### config.mk
export PLATFORM = sky130hd
export DESIGN_NAME = dual_byte_fifo_irq
export DESIGN_NICKNAME = d
export VERILOG_FILES = /design/src/rtl/fifo_irq_pkg.sv /design/src/rtl/byte_fifo.sv /design/src/rtl/fifo_datapath.sv /design/src/rtl/fifo_irq_ctrl.sv /design/src/rtl/dual_byte_fifo_irq.sv
export SDC_FILE = /design/constraint.sdc
export NUM_CORES = 1
export LEC_CHECK = 0
export BUFFER_PORTS_ARGS = -buffer_cell sky130_fd_sc_hd__buf_4
export CORE_MARGIN = 1.5
export CORE_UTILIZATION = 63
export CTS_BUF_LIST = sky130_fd_sc_hd__clkbuf_2
export DETAILED_ROUTE_END_ITERATION = 6
export PLACE_DENSITY = 0.95
export SYNTH_ARGS = -nofsm -noshare
export SYNTH_HDL_FRONTEND = slang
export SYNTH_SLANG_ARGS = --single-unit
### constraint.sdc
create_clock -name clk -period 5.4 [get_ports clk]
set_input_delay 0.54 -clock clk [delete_from_list [all_inputs] [get_ports clk]]
set_output_delay 0.54 -clock clk [all_outputs]
set_load 0.02 [all_outputs]
### src/rtl/fifo_irq_pkg.sv
package fifo_irq_pkg;

  localparam int STAT_W   = 32;
  localparam int TRIG_W   = 7;
  localparam int TRAIL_W  = 4;

  localparam int CTRL_RX_EN      = 0;
  localparam int CTRL_TX_EN      = 1;
  localparam int CTRL_RX_TRIG_LO = 4;
  localparam int CTRL_TX_TRIG_LO = 16;

  localparam int IRQ_TX_AE   = 0;
  localparam int IRQ_RX_AF   = 1;
  localparam int IRQ_TX_UND  = 2;
  localparam int IRQ_TX_OVR  = 3;
  localparam int IRQ_RX_UND  = 4;
  localparam int IRQ_RX_OVR  = 5;
  localparam int IRQ_TRAIL   = 6;
  localparam int IRQ_XFER    = 9;

  localparam logic [STAT_W-1:0] IRQ_VALID = 32'h0000_027F;

  typedef struct packed {
    logic txPush;
    logic txPop;
    logic txFlush;
    logic rxPush;
    logic rxPop;
    logic rxFlush;
  } fifo_strobe_t;

  typedef struct packed {
    logic txFull;
    logic txEmpty;
    logic txOvr;
    logic txUnd;
    logic rxFull;
    logic rxEmpty;
    logic rxOvr;
    logic rxUnd;
  } fifo_flags_t;

endpackage

### src/rtl/byte_fifo.sv
module byte_fifo #(
  parameter int DEPTH = 16,
  localparam int LVL_W = $clog2(DEPTH + 1),
  localparam int PTR_W = (DEPTH > 1) ? $clog2(DEPTH) : 1
) (
  input  logic             clk,
  input  logic             rstN,
  input  logic             flush,
  input  logic             push,
  input  logic             pop,
  input  logic [7:0]       wdata,
  output logic [7:0]       rdata,
  output logic [LVL_W-1:0] level,
  output logic             full,
  output logic             empty,
  output logic             overrun,
  output logic             underrun
);

  logic [7:0]       mem [DEPTH];
  logic [PTR_W-1:0] wrPtr, rdPtr;
  logic             popOk, pushOk;

  assign full     = (level == LVL_W'(DEPTH));
  assign empty    = (level == '0);
  assign popOk    = pop && !empty;
  assign pushOk   = push && (!full || popOk);
  assign overrun  = push && full && !popOk;
  assign underrun = pop && empty;
  assign rdata    = empty ? 8'h00 : mem[rdPtr];

  function automatic logic [PTR_W-1:0] nextPtr(input logic [PTR_W-1:0] p);
    return (p == PTR_W'(DEPTH - 1)) ? '0 : p + 1'b1;
  endfunction

  always_ff @(posedge clk or negedge rstN) begin
    if (!rstN) begin
      wrPtr <= '0;
      rdPtr <= '0;
      level <= '0;
    end else if (flush) begin
      wrPtr <= '0;
      rdPtr <= '0;
      level <= '0;
    end else begin
      if (pushOk) wrPtr <= nextPtr(wrPtr);
      if (popOk)  rdPtr <= nextPtr(rdPtr);
      if (pushOk && !popOk)      level <= level + 1'b1;
      else if (popOk && !pushOk) level <= level - 1'b1;
    end
  end

  always_ff @(posedge clk) begin
    if (pushOk && !flush) mem[wrPtr] <= wdata;
  end

  assert_level_bound_R2: assert property (@(posedge clk) disable iff (!rstN)
    level <= LVL_W'(DEPTH));

  assert_no_overflow_R3: assert property (@(posedge clk) disable iff (!rstN)
    (push && full && !pop && !flush) |=> (level == $past(level)));

  assert_underrun_zero_R4: assert property (@(posedge clk) disable iff (!rstN)
    underrun |-> (rdata == 8'h00));

endmodule

### src/rtl/fifo_datapath.sv
module fifo_datapath
  import fifo_irq_pkg::*;
#(
  parameter int DEPTH = 16,
  localparam int LVL_W = $clog2(DEPTH + 1)
) (
  input  logic             clk,
  input  logic             rstN,
  input  fifo_strobe_t     strobe,
  input  logic [7:0]       busTxData,
  input  logic [7:0]       engRxData,
  output logic [7:0]       engTxData,
  output logic [7:0]       busRxData,
  output logic [LVL_W-1:0] txLevel,
  output logic [LVL_W-1:0] rxLevel,
  output fifo_flags_t      flags
);

  byte_fifo #(.DEPTH(DEPTH)) uTxQ (
    .clk      (clk),
    .rstN     (rstN),
    .flush    (strobe.txFlush),
    .push     (strobe.txPush),
    .pop      (strobe.txPop),
    .wdata    (busTxData),
    .rdata    (engTxData),
    .level    (txLevel),
    .full     (flags.txFull),
    .empty    (flags.txEmpty),
    .overrun  (flags.txOvr),
    .underrun (flags.txUnd)
  );

  byte_fifo #(.DEPTH(DEPTH)) uRxQ (
    .clk      (clk),
    .rstN     (rstN),
    .flush    (strobe.rxFlush),
    .push     (strobe.rxPush),
    .pop      (strobe.rxPop),
    .wdata    (engRxData),
    .rdata    (busRxData),
    .level    (rxLevel),
    .full     (flags.rxFull),
    .empty    (flags.rxEmpty),
    .overrun  (flags.rxOvr),
    .underrun (flags.rxUnd)
  );

endmodule

### src/rtl/fifo_irq_ctrl.sv
module fifo_irq_ctrl
  import fifo_irq_pkg::*;
#(
  parameter int DEPTH = 16,
  localparam int LVL_W = $clog2(DEPTH + 1),
  localparam int CNT_W = TRAIL_W + 1
) (
  input  logic              clk,
  input  logic              rstN,
  input  logic              ctrlWr,
  input  logic [STAT_W-1:0] ctrlWdata,
  input  logic              intEnWr,
  input  logic [STAT_W-1:0] intEnWdata,
  input  logic              intClrWr,
  input  logic [STAT_W-1:0] intClrWdata,
  input  logic              trailWr,
  input  logic [TRAIL_W-1:0] trailWdata,
  input  logic              busTxPush,
  input  logic              busRxPop,
  input  logic              engTxPop,
  input  logic              engRxPush,
  input  logic              xferDone,
  input  logic [LVL_W-1:0]  txLevel,
  input  logic [LVL_W-1:0]  rxLevel,
  input  fifo_flags_t       flags,
  output fifo_strobe_t      strobe,
  output logic [STAT_W-1:0] intStat,
  output logic              irq
);

  logic               txEn, rxEn;
  logic [TRIG_W-1:0]  txTrig, rxTrig;
  logic [TRAIL_W-1:0] trailField;
  logic [STAT_W-1:0]  intEn;
  logic [CNT_W-1:0]   idleCnt, idleLimit, idleInc;
  logic               rxRestart, trailFire;
  logic [STAT_W-1:0]  setVec, clrVec;

  // Strobes handed to the datapath, gated by the queue enables.
  always_comb begin
    strobe.txPush  = txEn && busTxPush;
    strobe.txPop   = txEn && engTxPop;
    strobe.txFlush = !txEn;
    strobe.rxPush  = rxEn && engRxPush;
    strobe.rxPop   = rxEn && busRxPop;
    strobe.rxFlush = !rxEn;
  end

  always_ff @(posedge clk or negedge rstN) begin
    if (!rstN) begin
      txEn       <= 1'b0;
      rxEn       <= 1'b0;
      txTrig     <= '0;
      rxTrig     <= '0;
      trailField <= '1;
      intEn      <= '0;
    end else begin
      if (ctrlWr) begin
        rxEn   <= ctrlWdata[CTRL_RX_EN];
        txEn   <= ctrlWdata[CTRL_TX_EN];
        rxTrig <= ctrlWdata[CTRL_RX_TRIG_LO +: TRIG_W];
        txTrig <= ctrlWdata[CTRL_TX_TRIG_LO +: TRIG_W];
      end
      if (trailWr) trailField <= trailWdata;
      if (intEnWr) intEn <= intEnWdata & IRQ_VALID;
    end
  end

  // Trailing-data timer: counts idle edges while received data waits.
  assign rxRestart = strobe.rxPush || strobe.rxPop;
  assign idleLimit = {1'b0, trailField} + 1'b1;
  assign idleInc   = idleCnt + 1'b1;
  assign trailFire = !rxRestart && !flags.rxEmpty &&
                     (idleCnt < idleLimit) && (idleInc == idleLimit);

  always_ff @(posedge clk or negedge rstN) begin
    if (!rstN) begin
      idleCnt <= '0;
    end else if (rxRestart || flags.rxEmpty) begin
      idleCnt <= '0;
    end else if (idleCnt < idleLimit) begin
      idleCnt <= idleInc;
    end
  end

  always_comb begin
    setVec = '0;
    setVec[IRQ_TX_AE]  = TRIG_W'(txLevel) <= txTrig;
    setVec[IRQ_RX_AF]  = TRIG_W'(rxLevel) >= rxTrig;
    setVec[IRQ_TX_UND] = flags.txUnd;
    setVec[IRQ_TX_OVR] = flags.txOvr;
    setVec[IRQ_RX_UND] = flags.rxUnd;
    setVec[IRQ_RX_OVR] = flags.rxOvr;
    setVec[IRQ_TRAIL]  = trailFire;
    setVec[IRQ_XFER]   = xferDone;
    clrVec = intClrWr ? intClrWdata : '0;
  end

  always_ff @(posedge clk or negedge rstN) begin
    if (!rstN) intStat <= '0;
    else       intStat <= (intStat & ~clrVec) | setVec;
  end

  assign irq = |(intStat & intEn);

  assert_ovr_needs_full_R3: assert property (@(posedge clk) disable iff (!rstN)
    $rose(intStat[IRQ_TX_OVR]) |-> $past(flags.txFull));

  assert_und_needs_empty_R4: assert property (@(posedge clk) disable iff (!rstN)
    $rose(intStat[IRQ_RX_UND]) |-> $past(flags.rxEmpty));

  assert_trail_needs_data_R7: assert property (@(posedge clk) disable iff (!rstN)
    $rose(intStat[IRQ_TRAIL]) |-> $past(!flags.rxEmpty));

  assert_no_reserved_bits_R8: assert property (@(posedge clk) disable iff (!rstN)
    (intStat & ~IRQ_VALID) == '0);

endmodule

### src/rtl/dual_byte_fifo_irq.sv
module dual_byte_fifo_irq
  import fifo_irq_pkg::*;
#(
  parameter int DEPTH = 16
) (
  input  logic        clk,
  input  logic        rstN,
  input  logic        ctrlWr,
  input  logic [31:0] ctrlWdata,
  input  logic        intEnWr,
  input  logic [31:0] intEnWdata,
  input  logic        intClrWr,
  input  logic [31:0] intClrWdata,
  input  logic        trailWr,
  input  logic [3:0]  trailWdata,
  input  logic        busTxPush,
  input  logic [7:0]  busTxData,
  input  logic        busRxPop,
  output logic [7:0]  busRxData,
  input  logic        engTxPop,
  output logic [7:0]  engTxData,
  input  logic        engRxPush,
  input  logic [7:0]  engRxData,
  input  logic        xferDone,
  output logic [31:0] fifoStat,
  output logic [31:0] intStat,
  output logic        irq
);

  localparam int LVL_W = $clog2(DEPTH + 1);

  fifo_strobe_t     strobe;
  fifo_flags_t      flags;
  logic [LVL_W-1:0] txLevel, rxLevel;

  fifo_irq_ctrl #(.DEPTH(DEPTH)) uCtrl (
    .clk         (clk),
    .rstN        (rstN),
    .ctrlWr      (ctrlWr),
    .ctrlWdata   (ctrlWdata),
    .intEnWr     (intEnWr),
    .intEnWdata  (intEnWdata),
    .intClrWr    (intClrWr),
    .intClrWdata (intClrWdata),
    .trailWr     (trailWr),
    .trailWdata  (trailWdata),
    .busTxPush   (busTxPush),
    .busRxPop    (busRxPop),
    .engTxPop    (engTxPop),
    .engRxPush   (engRxPush),
    .xferDone    (xferDone),
    .txLevel     (txLevel),
    .rxLevel     (rxLevel),
    .flags       (flags),
    .strobe      (strobe),
    .intStat     (intStat),
    .irq         (irq)
  );

  fifo_datapath #(.DEPTH(DEPTH)) uData (
    .clk       (clk),
    .rstN      (rstN),
    .strobe    (strobe),
    .busTxData (busTxData),
    .engRxData (engRxData),
    .engTxData (engTxData),
    .busRxData (busRxData),
    .txLevel   (txLevel),
    .rxLevel   (rxLevel),
    .flags     (flags)
  );

  always_comb begin
    fifoStat = '0;
    fifoStat[0 +: LVL_W]  = txLevel;
    fifoStat[7]           = flags.txFull;
    fifoStat[8]           = flags.txEmpty;
    fifoStat[16 +: LVL_W] = rxLevel;
    fifoStat[23]          = flags.rxFull;
    fifoStat[24]          = flags.rxEmpty;
  end

endmodule

==> results of run 1 <==
[synthesized netlist by cell type (all sizes together), types with 5 or more instances]
cell type  number  area (µm²)
edfxtp        256        7690
dfrtp          87        2180
mux4           72        1620
nand2          46         173
buf            37         238
ha             35         438
o21ai          29         145
inv            27         101
a21boi         26         195
clkbuf         25        93.8
nor2b          20         125
mux2           19         218
and2           18         113
nand3          18        90.1
a211oi         17         128
a21oi          17        85.1
and3           17         106
mux2i          12         120
nor2           12        52.6
a21o           10        75.1
xnor2           9        78.8
xor2            9        78.8
a22oi           5        37.5
nor3            5        25.0
o211ai          5        37.5
o21a            5        37.5
or4             5        41.3
[power by group through the flow]
| stage | clock, mW | combinational, mW | sequential, mW |
|---|---|---|---|
| global placement | 0 | 1.58 | 3.17 |
| detailed placement | 0 | 1.65 | 3.18 |
| finish | 1.67 | 1.78 | 3.14 |
| CTS | 1.67 | 1.74 | 3.12 |
| global route | 1.82 | 1.90 | 3.15 |
| floorplan | 0 | 1.13 | 3.16 |
[sequential cells by signal (all words and copies together), names as in the netlist, 5 cells and up]
signal            cells
uCtrl.idleCnt         5
uCtrl.intEn           8
uCtrl.intStat        32
uCtrl.rxTrig          7
uCtrl.txTrig          7
uData.uRxQ.level      5
uData.uRxQ.mem      128
uData.uTxQ.level      5
uData.uTxQ.mem      128
[worst max path at each step]
stage                         from                  end  slack, ns  cells past startpoint
3_3_place_gp            uCtrl.rxEn  uData.uRxQ.level[4]       2.20                      9
2_1_floorplan  uData.uTxQ.level[0]  uData.uTxQ.level[4]       2.29                     10
4_1_cts        uData.uRxQ.rdPtr[0]         busRxData[1]       1.29                      5
6_report       uData.uRxQ.rdPtr[0]         busRxData[1]       1.34                      5
5_1_grt        uData.uRxQ.rdPtr[0]         busRxData[1]       1.10                      5
3_5_place_dp            uCtrl.rxEn  uData.uRxQ.level[4]       2.06                      9
[cells in the final DEF, fill, tap and decap left out, types with 20 or more instances in the layout]
| cell type | n |
|---|---|
| nand2_1 | 46 |
| dfrtp_1 | 85 |
| clkbuf_2 | 120 |
| dlygate4sd3_1 | 89 |
| nor2b_1 | 20 |
| inv_1 | 27 |
| edfxtp_1 | 256 |
| a21boi_0 | 26 |
| buf_4 | 159 |
| o21ai_0 | 28 |
| ha_1 | 35 |
| mux4_2 | 72 |
[what timing repair did]
item / in CTS / in global routing
hold buffers: 89 / 0
endpoints found under the hold margin: 308 / 0
resized for setup: 0 / 0
[final cells by class]
class | instances | area, µm²
clock buffer | 120 | 601
multi-input combinational | 466 | 4410
clock inverter | 25 | 124
sequential | 347 | 9970
timing repair buffer | 248 | 2080
tap | 313 | 392
inverter | 28 | 105
antenna | 1 | 2.50
fill | 1205 | 5090
[per-layer routing]
layer / global-route usage [%] / up-vias
met4: 13.3 / 0
met2: 53.1 / 520
met3: 6.94 / 107
li1: - / 4033
met1: 35.8 / 4732
met5: 0 / -
[logic make-up after synthesis]
kind of cell / count (synthesis) / synth area share (%)
DFF: 347 / 67.6
xor gates and xnor gates: 18 / 1.07
adders and majority gates: 37 / 3.24
and+or+nand+nor: 157 / 5.67
muxes: 103 / 13.3
buffers and inverters: 90 / 2.96
AOI/OAI and AO/OA: 133 / 6.18
other: 1 / 0.0254
==> metrics.md, run 1 <==
| Metric | Value |
|---|---|
| Psw | between 2 and 2.5 mW |
| Finished Core Util | about 78% |
| Buf+Inv Stages, Crit Path | 2 |
| Top Family by Delay on Critical Path | multiplexers |
| Power share of the combinational group | 27.0% |
| Static Leak | between 6 and 7 nW |
| Finished Cell Area | 17700 µm² |
| Dpl ws | a little over 2 ns |
| Crit path kind | reg2out |
| Slew HR | around a quarter |
| R2R depth | 9 |
| Critical path fanouts, max | 23 |
| CTS clk-pin slew, worst paths | around 0.12 ns |
| Max cap viols | 0 |
| Via/cell ratio | 6.07 |
| Drt first pass iters | 7 |
| Worst skew pair latency | 0.89 ns |
| Deepest clock path buffer count | 3 |
| Count of final setup violators | 0 |
| Global-route wire length before repair | roughly 54000 µm |
| Arr. time, crit path | about 3.5 ns |
| Highest Signal Layer | met4 |
| Register area share after synthesis | about 68% |
| TritonCTS clock tree | built |
| Syn Inst Count | about 890 |
| Min-delay src | intEnWr |
| Die X-Extent | between 150 and 200 µm |
| Max Fclk | around 250 MHz |
| Post-synth ARST share | 26.2% |
| Post-Place Cell Area | between 15000 and 20000 µm² |
| Final GP Congestion | 0.781 |
| CP max-delay cell | dfrtp_2 |
| Violation count after the first detailed-route iteration | approximately 830 |
| Avg Inst Size Synth | around 17 µm² |
| Met3 routed WL | around 2700 µm |
| Tightest Hold Check Type | in2reg |
| R2r setup slk | 1.80 ns |
| Slowest stage delay, CP | roughly 0.64 ns |
| CTS root buf | clkbuf_2 |
| DRT met1 WL | between 10000 and 15000 µm |
| DP Cell Count | approximately 1300 |
| Share of cells above drive strength 1 | around a third |
| CP Cell Sequence | buf_4 -> mux4_2 -> mux4_2 -> nor2b_1 -> buf_4 |
| Worst EP required | slightly below 5 ns |
| Internal power | between 4 and 5 mW |
| Fin Hold WS | 0.0537 ns |
| Via count | 9392 |
| CP Launch Type | flip-flop |
| Power Dens Cells | roughly 370 nW/µm² |
| Setup TNS | 0 ns |
| Dpl hpwl | about 21000 µm |
| Post-synth EDFFs | between 200 and 300 |
| Total track usage | 30.2% |
| Hold endpoint | uCtrl.intEn[0] |
| Minimum clock period | 4.06 ns |
| Core box area | 22800 µm² |
| Syn. warnings | 0 |
| Total CTS buffers | 83 |
| Hold Fails Final Rpt | 0 |
| Clk sinks | between 300 and 400 |
| Wire length on met2 | a little under 20000 µm |
| Vias in the first global route | 9847 |
| H-tree depth | 3 |
| Clk pwr share | around a quarter |
| Number of setup buffers added after CTS | 0 |
| Critical R2R Launch | uCtrl.rxEn |
| Synth Flop Type | edfxtp_1 |
| Largest net degree at the start of global routing | 72 |
| Post-route DRC | 0 |
| Synth Register Bits | roughly 350 |
| Vert. Die Dim | 156 µm |
| RSZ-0062 raised after global routing | no |
| # IOs | 208 |
| Die area | about 24000 µm² |
| Outcome | finished, final reports clean |
| Net Sw Frac | around a third |
| Tightest Pin Transition | about 1.1 ns |
| Number of library cell types mapped by synthesis | 54 |
| Fin worst setup slack | 1.34 ns |
| Pins over their slew limit | 0 |
| Post-Synthesis Cell Area | 14800 µm² |
| GR Overflow Total | 0 |
| Crit. End Element | primary output |
| Fin cells | around 1500 |
| VDD IR max | roughly 0.00024 V |
| Cell count of the worst hold path | 2 |
| Sequential share of power | between 40 and 50% |
| Area grow syn2layout | 19.9% |
| Layout Skew | roughly 0.066 ns |
| Reg2reg end | uData.uRxQ.level[4] |
| Final ANT Viol Nets | 0 |
| IO buf count | roughly 150 |
| Layout net count | between 1000 and 1500 |
| Initial Utilization | 64.8% |
| WL final | approximately 36000 µm |
| Design Power | between 6 and 7 mW |
| Initial antenna violation count | 1 |
| FP Rows | between 50 and 60 |
| Drt wl/cell | approximately 23 µm |
| Final worst-path cycle share | 75.3% |
Power figures use the tool's default switching activity.
==> run 2, diff against run 1 <==
Settings changed: ABC_AREA from default to 1, CORE_UTILIZATION 63 to 60, PLACE_DENSITY 0.95 to 0.93.
Clock period 5.4 ns to 3.9 ns, I/O delays scaled along.
==> metrics.md, run 2 <==
| Metric | Value |
|---|---|
| Post-route DRC | 0 |
| GR Overflow Total | 0 |
| Design Power | approximately 8.7 mW |
| Vert. Die Dim | between 150 and 200 µm |
| WL final | 45300 µm |
| Largest net degree at the start of global routing | 70 |
| H-tree depth | 3 |
| Reg2reg end | uData.uTxQ.level[4] |
| Power Dens Cells | between 400 and 500 nW/µm² |
| Post-Synthesis Cell Area | around 15000 µm² |
| Number of setup buffers added after CTS | 0 |
| # IOs | around 210 |
| Most frequent cell after synthesis | nand2_1 |
| Mux cell area share after synthesis | less than 1% |
| CP Launch Type | flip-flop |
| CTS root buf | clkbuf_2 |
| Worst skew pair latency | approximately 0.92 ns |
| Syn. warnings | 0 |
| Register area share after synthesis | about 65% |
| Core box area | ~25000 µm² |
| Hold bufs inserted after CTS | ~150 |
| Fin cells | ~2200 |
| Crit. End Element | primary output |
| # resized after CTS | 0 |
| Post-synth top cells | 473 x nand2_1, 256 x edfxtp_1, 131 x nor2_1 |
| Tightest Hold Check Type | in2reg |
| Final GP Congestion | ~0.9 |
| Arr. time, crit path | about 3.1 ns |
| Synth Flop Type | edfxtp_1 |
| VDD IR max | between 0.0003 and 0.0004 V |
| Fillers | 1310 |
| Die X-Extent | between 150 and 200 µm |
| XOR/XNOR share of the synthesized area | less than 1% |
| Total track usage | between 30% and 40% |
| Most common cell after layout, fill and taps aside | nand2_1 |
| Synth Register Bits | 347 |
| TritonCTS clock tree | built |
| Global-route wire length before repair | around 70000 µm |
| Sequential share of power | 49.0% |
| Violation count after the first detailed-route iteration | approximately 1700 |
| Count of final setup violators | 0 |
| Largest family of logic cells by synthesized area | simple AND/OR/NAND/NOR gates |
| Number of library cell types mapped by synthesis | 42 |
| Finished Cell Area | 18800 µm² |
| Top cells by area, synth | edfxtp_1 50%, dfrtp_1 14%, nand2_1 12% |
| Crit path kind | reg2out |
| Hold Fails Final Rpt | 0 |
| Clk pwr share | between 20% and 30% |
| Die area | ~27000 µm² |
| Post-synthesis compound-gate area fraction | 6.93% |
| Max Fclk | about 290 MHz |
| CTS clk-pin slew, worst paths | approximately 0.1 ns |
| Post-Place Cell Area | ~17000 µm² |
| Layout net count | approximately 1900 |
| FP Rows | 58 |
| Syn Inst Count | around 1500 |
| Fin Hold WS | between 0.06 and 0.07 ns |
| R2R depth | 13 |
| Dpl hpwl | 23900 µm |
| Via count | between 10000 and 15000 |
| Static Leak | 8.10 nW |
| Cell count of the worst hold path | 2 |
| DP Cell Count | 1880 |
| Share of cells above drive strength 1 | 17.9% |
| Min-delay src | intClrWr |
| Psw | about 3.0 mW |
| Hold endpoint | uCtrl.intStat[16] |
| Slew HR | 40.2% |
| Internal power | about 5.7 mW |
| Layout Skew | between 0.08 and 0.09 ns |
| Worst EP required | 3.51 ns |
| IO buf count | 149 |
| Final worst-path cycle share | between 80% and 90% |
| Drt wl/cell | 20.8 µm |
| Clk sinks | ~350 |
| RSZ-0062 raised after global routing | no |
| Critical path fanouts, max | 38 |
| Power share of the combinational group | between 20% and 30% |
| Largest regs | uData.uRxQ.mem: 128 flops, uData.uTxQ.mem: 128 flops, uCtrl.intStat: 32 flops |
| Initial antenna violation count | 2 |
| Deepest clock path buffer count | 3 |
| Critical R2R Launch | uData.uTxQ.level[2] |
| Yosys top cell area share | between 40% and 50% |
| Via/cell ratio | between 5 and 6 |
| Final ANT Viol Nets | 0 |
| Minimum clock period | 3.48 ns |
| Post-synth EDFFs | roughly 260 |
| Most frequent cells in the layout | 473 x nand2_1, 256 x edfxtp_1, 157 x buf_4, 146 x dlygate4sd3_1, 131 x nor2_1 |
| Total CTS buffers | a little under 80 |
| Biggest area consumer among synthesized cells | edfxtp_1 |
| Simple-Gate Fraction of Synth Area | 18.7% |
| Net Sw Frac | between 30% and 40% |
| Drt first pass iters | 7 |
| Setup TNS | 0 ns |
| Post-synth ARST share | 26.2% |
| Vias in the first global route | roughly 13000 |
| Pins over their slew limit | 0 |
| Outcome | finished, final reports clean |
| Avg Inst Size Synth | ~11 µm² |
| R2r setup slk | between 1 and 1.5 ns |
| Initial Utilization | between 60% and 70% |
| Area grow syn2layout | 21.8% |
| Post-synthesis adder-cell area fraction | under 10% |
| Tightest Pin Transition | approximately 0.89 ns |
| Max cap viols | 0 |
-- run 2: worst max-delay path, cell delays in order, from the launching register on --
cell	delay [ns]
dfrtp_2	0.78
buf_4	0.48
nor2_1	0.12
nor2_1	0.15
o21ai_0	0.13
nand3_1	0.14
nand3_1	0.13
a21oi_1	0.15
buf_4	0.16
-- run 2: kinds of logic (layout without fill, tap and decap cells) --
logic type,count (synthesis),count (layout)
adder cells (fa/ha/maj),37,37
flip-flops,347,347
AND/OR/NAND/NOR,705,705
buffers and inverters,146,518
other,1,20
XOR/XNOR,13,13
AO/OA/AOI/OAI,190,190
multiplexers,12,12
-- run 2: layout make-up --
class / instances / area (µm²) / area share [%]
Sequential cell: 347 / 9970 / 53.1
Tap cell: 330 / 413 / 2.20
Multi-Input combinational cell: 975 / 4750 / 25.3
Timing Repair Buffer: 303 / 2640 / 14.1
Clock inverter: 26 / 130 / 0.693
Inverter: 71 / 269 / 1.43
Antenna cell: 2 / 5.00 / 0.0267
Clock buffer: 118 / 591 / 3.15
-- run 2: worst max path at each step --
stage | start | end | slack, ns | cells after the start
CTS | uData.uTxQ.rdPtr[0] | engTxData[2] | 0.44 | 8
global route | uData.uTxQ.rdPtr[0] | engTxData[2] | 0.22 | 8
finish | uData.uTxQ.rdPtr[0] | engTxData[2] | 0.42 | 8
global placement | uData.uTxQ.rdPtr[0] | engTxData[1] | 1.43 | 8
detailed placement | uData.uTxQ.rdPtr[0] | engTxData[2] | 1.38 | 8
floorplan | uData.uTxQ.level[2] | uData.uTxQ.level[4] | 1.82 | 13
-- run 2: power by group through the flow --
stage,clock [mW],sequential (mW),combinational (mW)
floorplan,0,4.28,1.23
global placement,0,4.30,1.72
detailed placement,0,4.31,1.80
CTS,2.28,4.23,1.94
global route,2.51,4.27,2.25
finish,2.34,4.27,2.10
-- run 2: metrics by stage --
| stage | utilization, % | setup WS, ns |
|---|---|---|
| after floorplan | - | 1.82 |
| after global placement | 65.9 | 1.43 |
| after detailed placement | 65.9 | 1.38 |
| after CTS | 74.5 | 0.437 |
| after global routing | 74.5 | 0.224 |
| final | 74.5 | 0.417 |
-- run 2: layer usage --
metal	wire length [µm]	share of wire (%)	global-route usage, %
met5	0	0	0
met2	21700	48	56.1
met4	2820	6.2	23.0
met1	15100	33	41.3
met3	5700	13	9.29
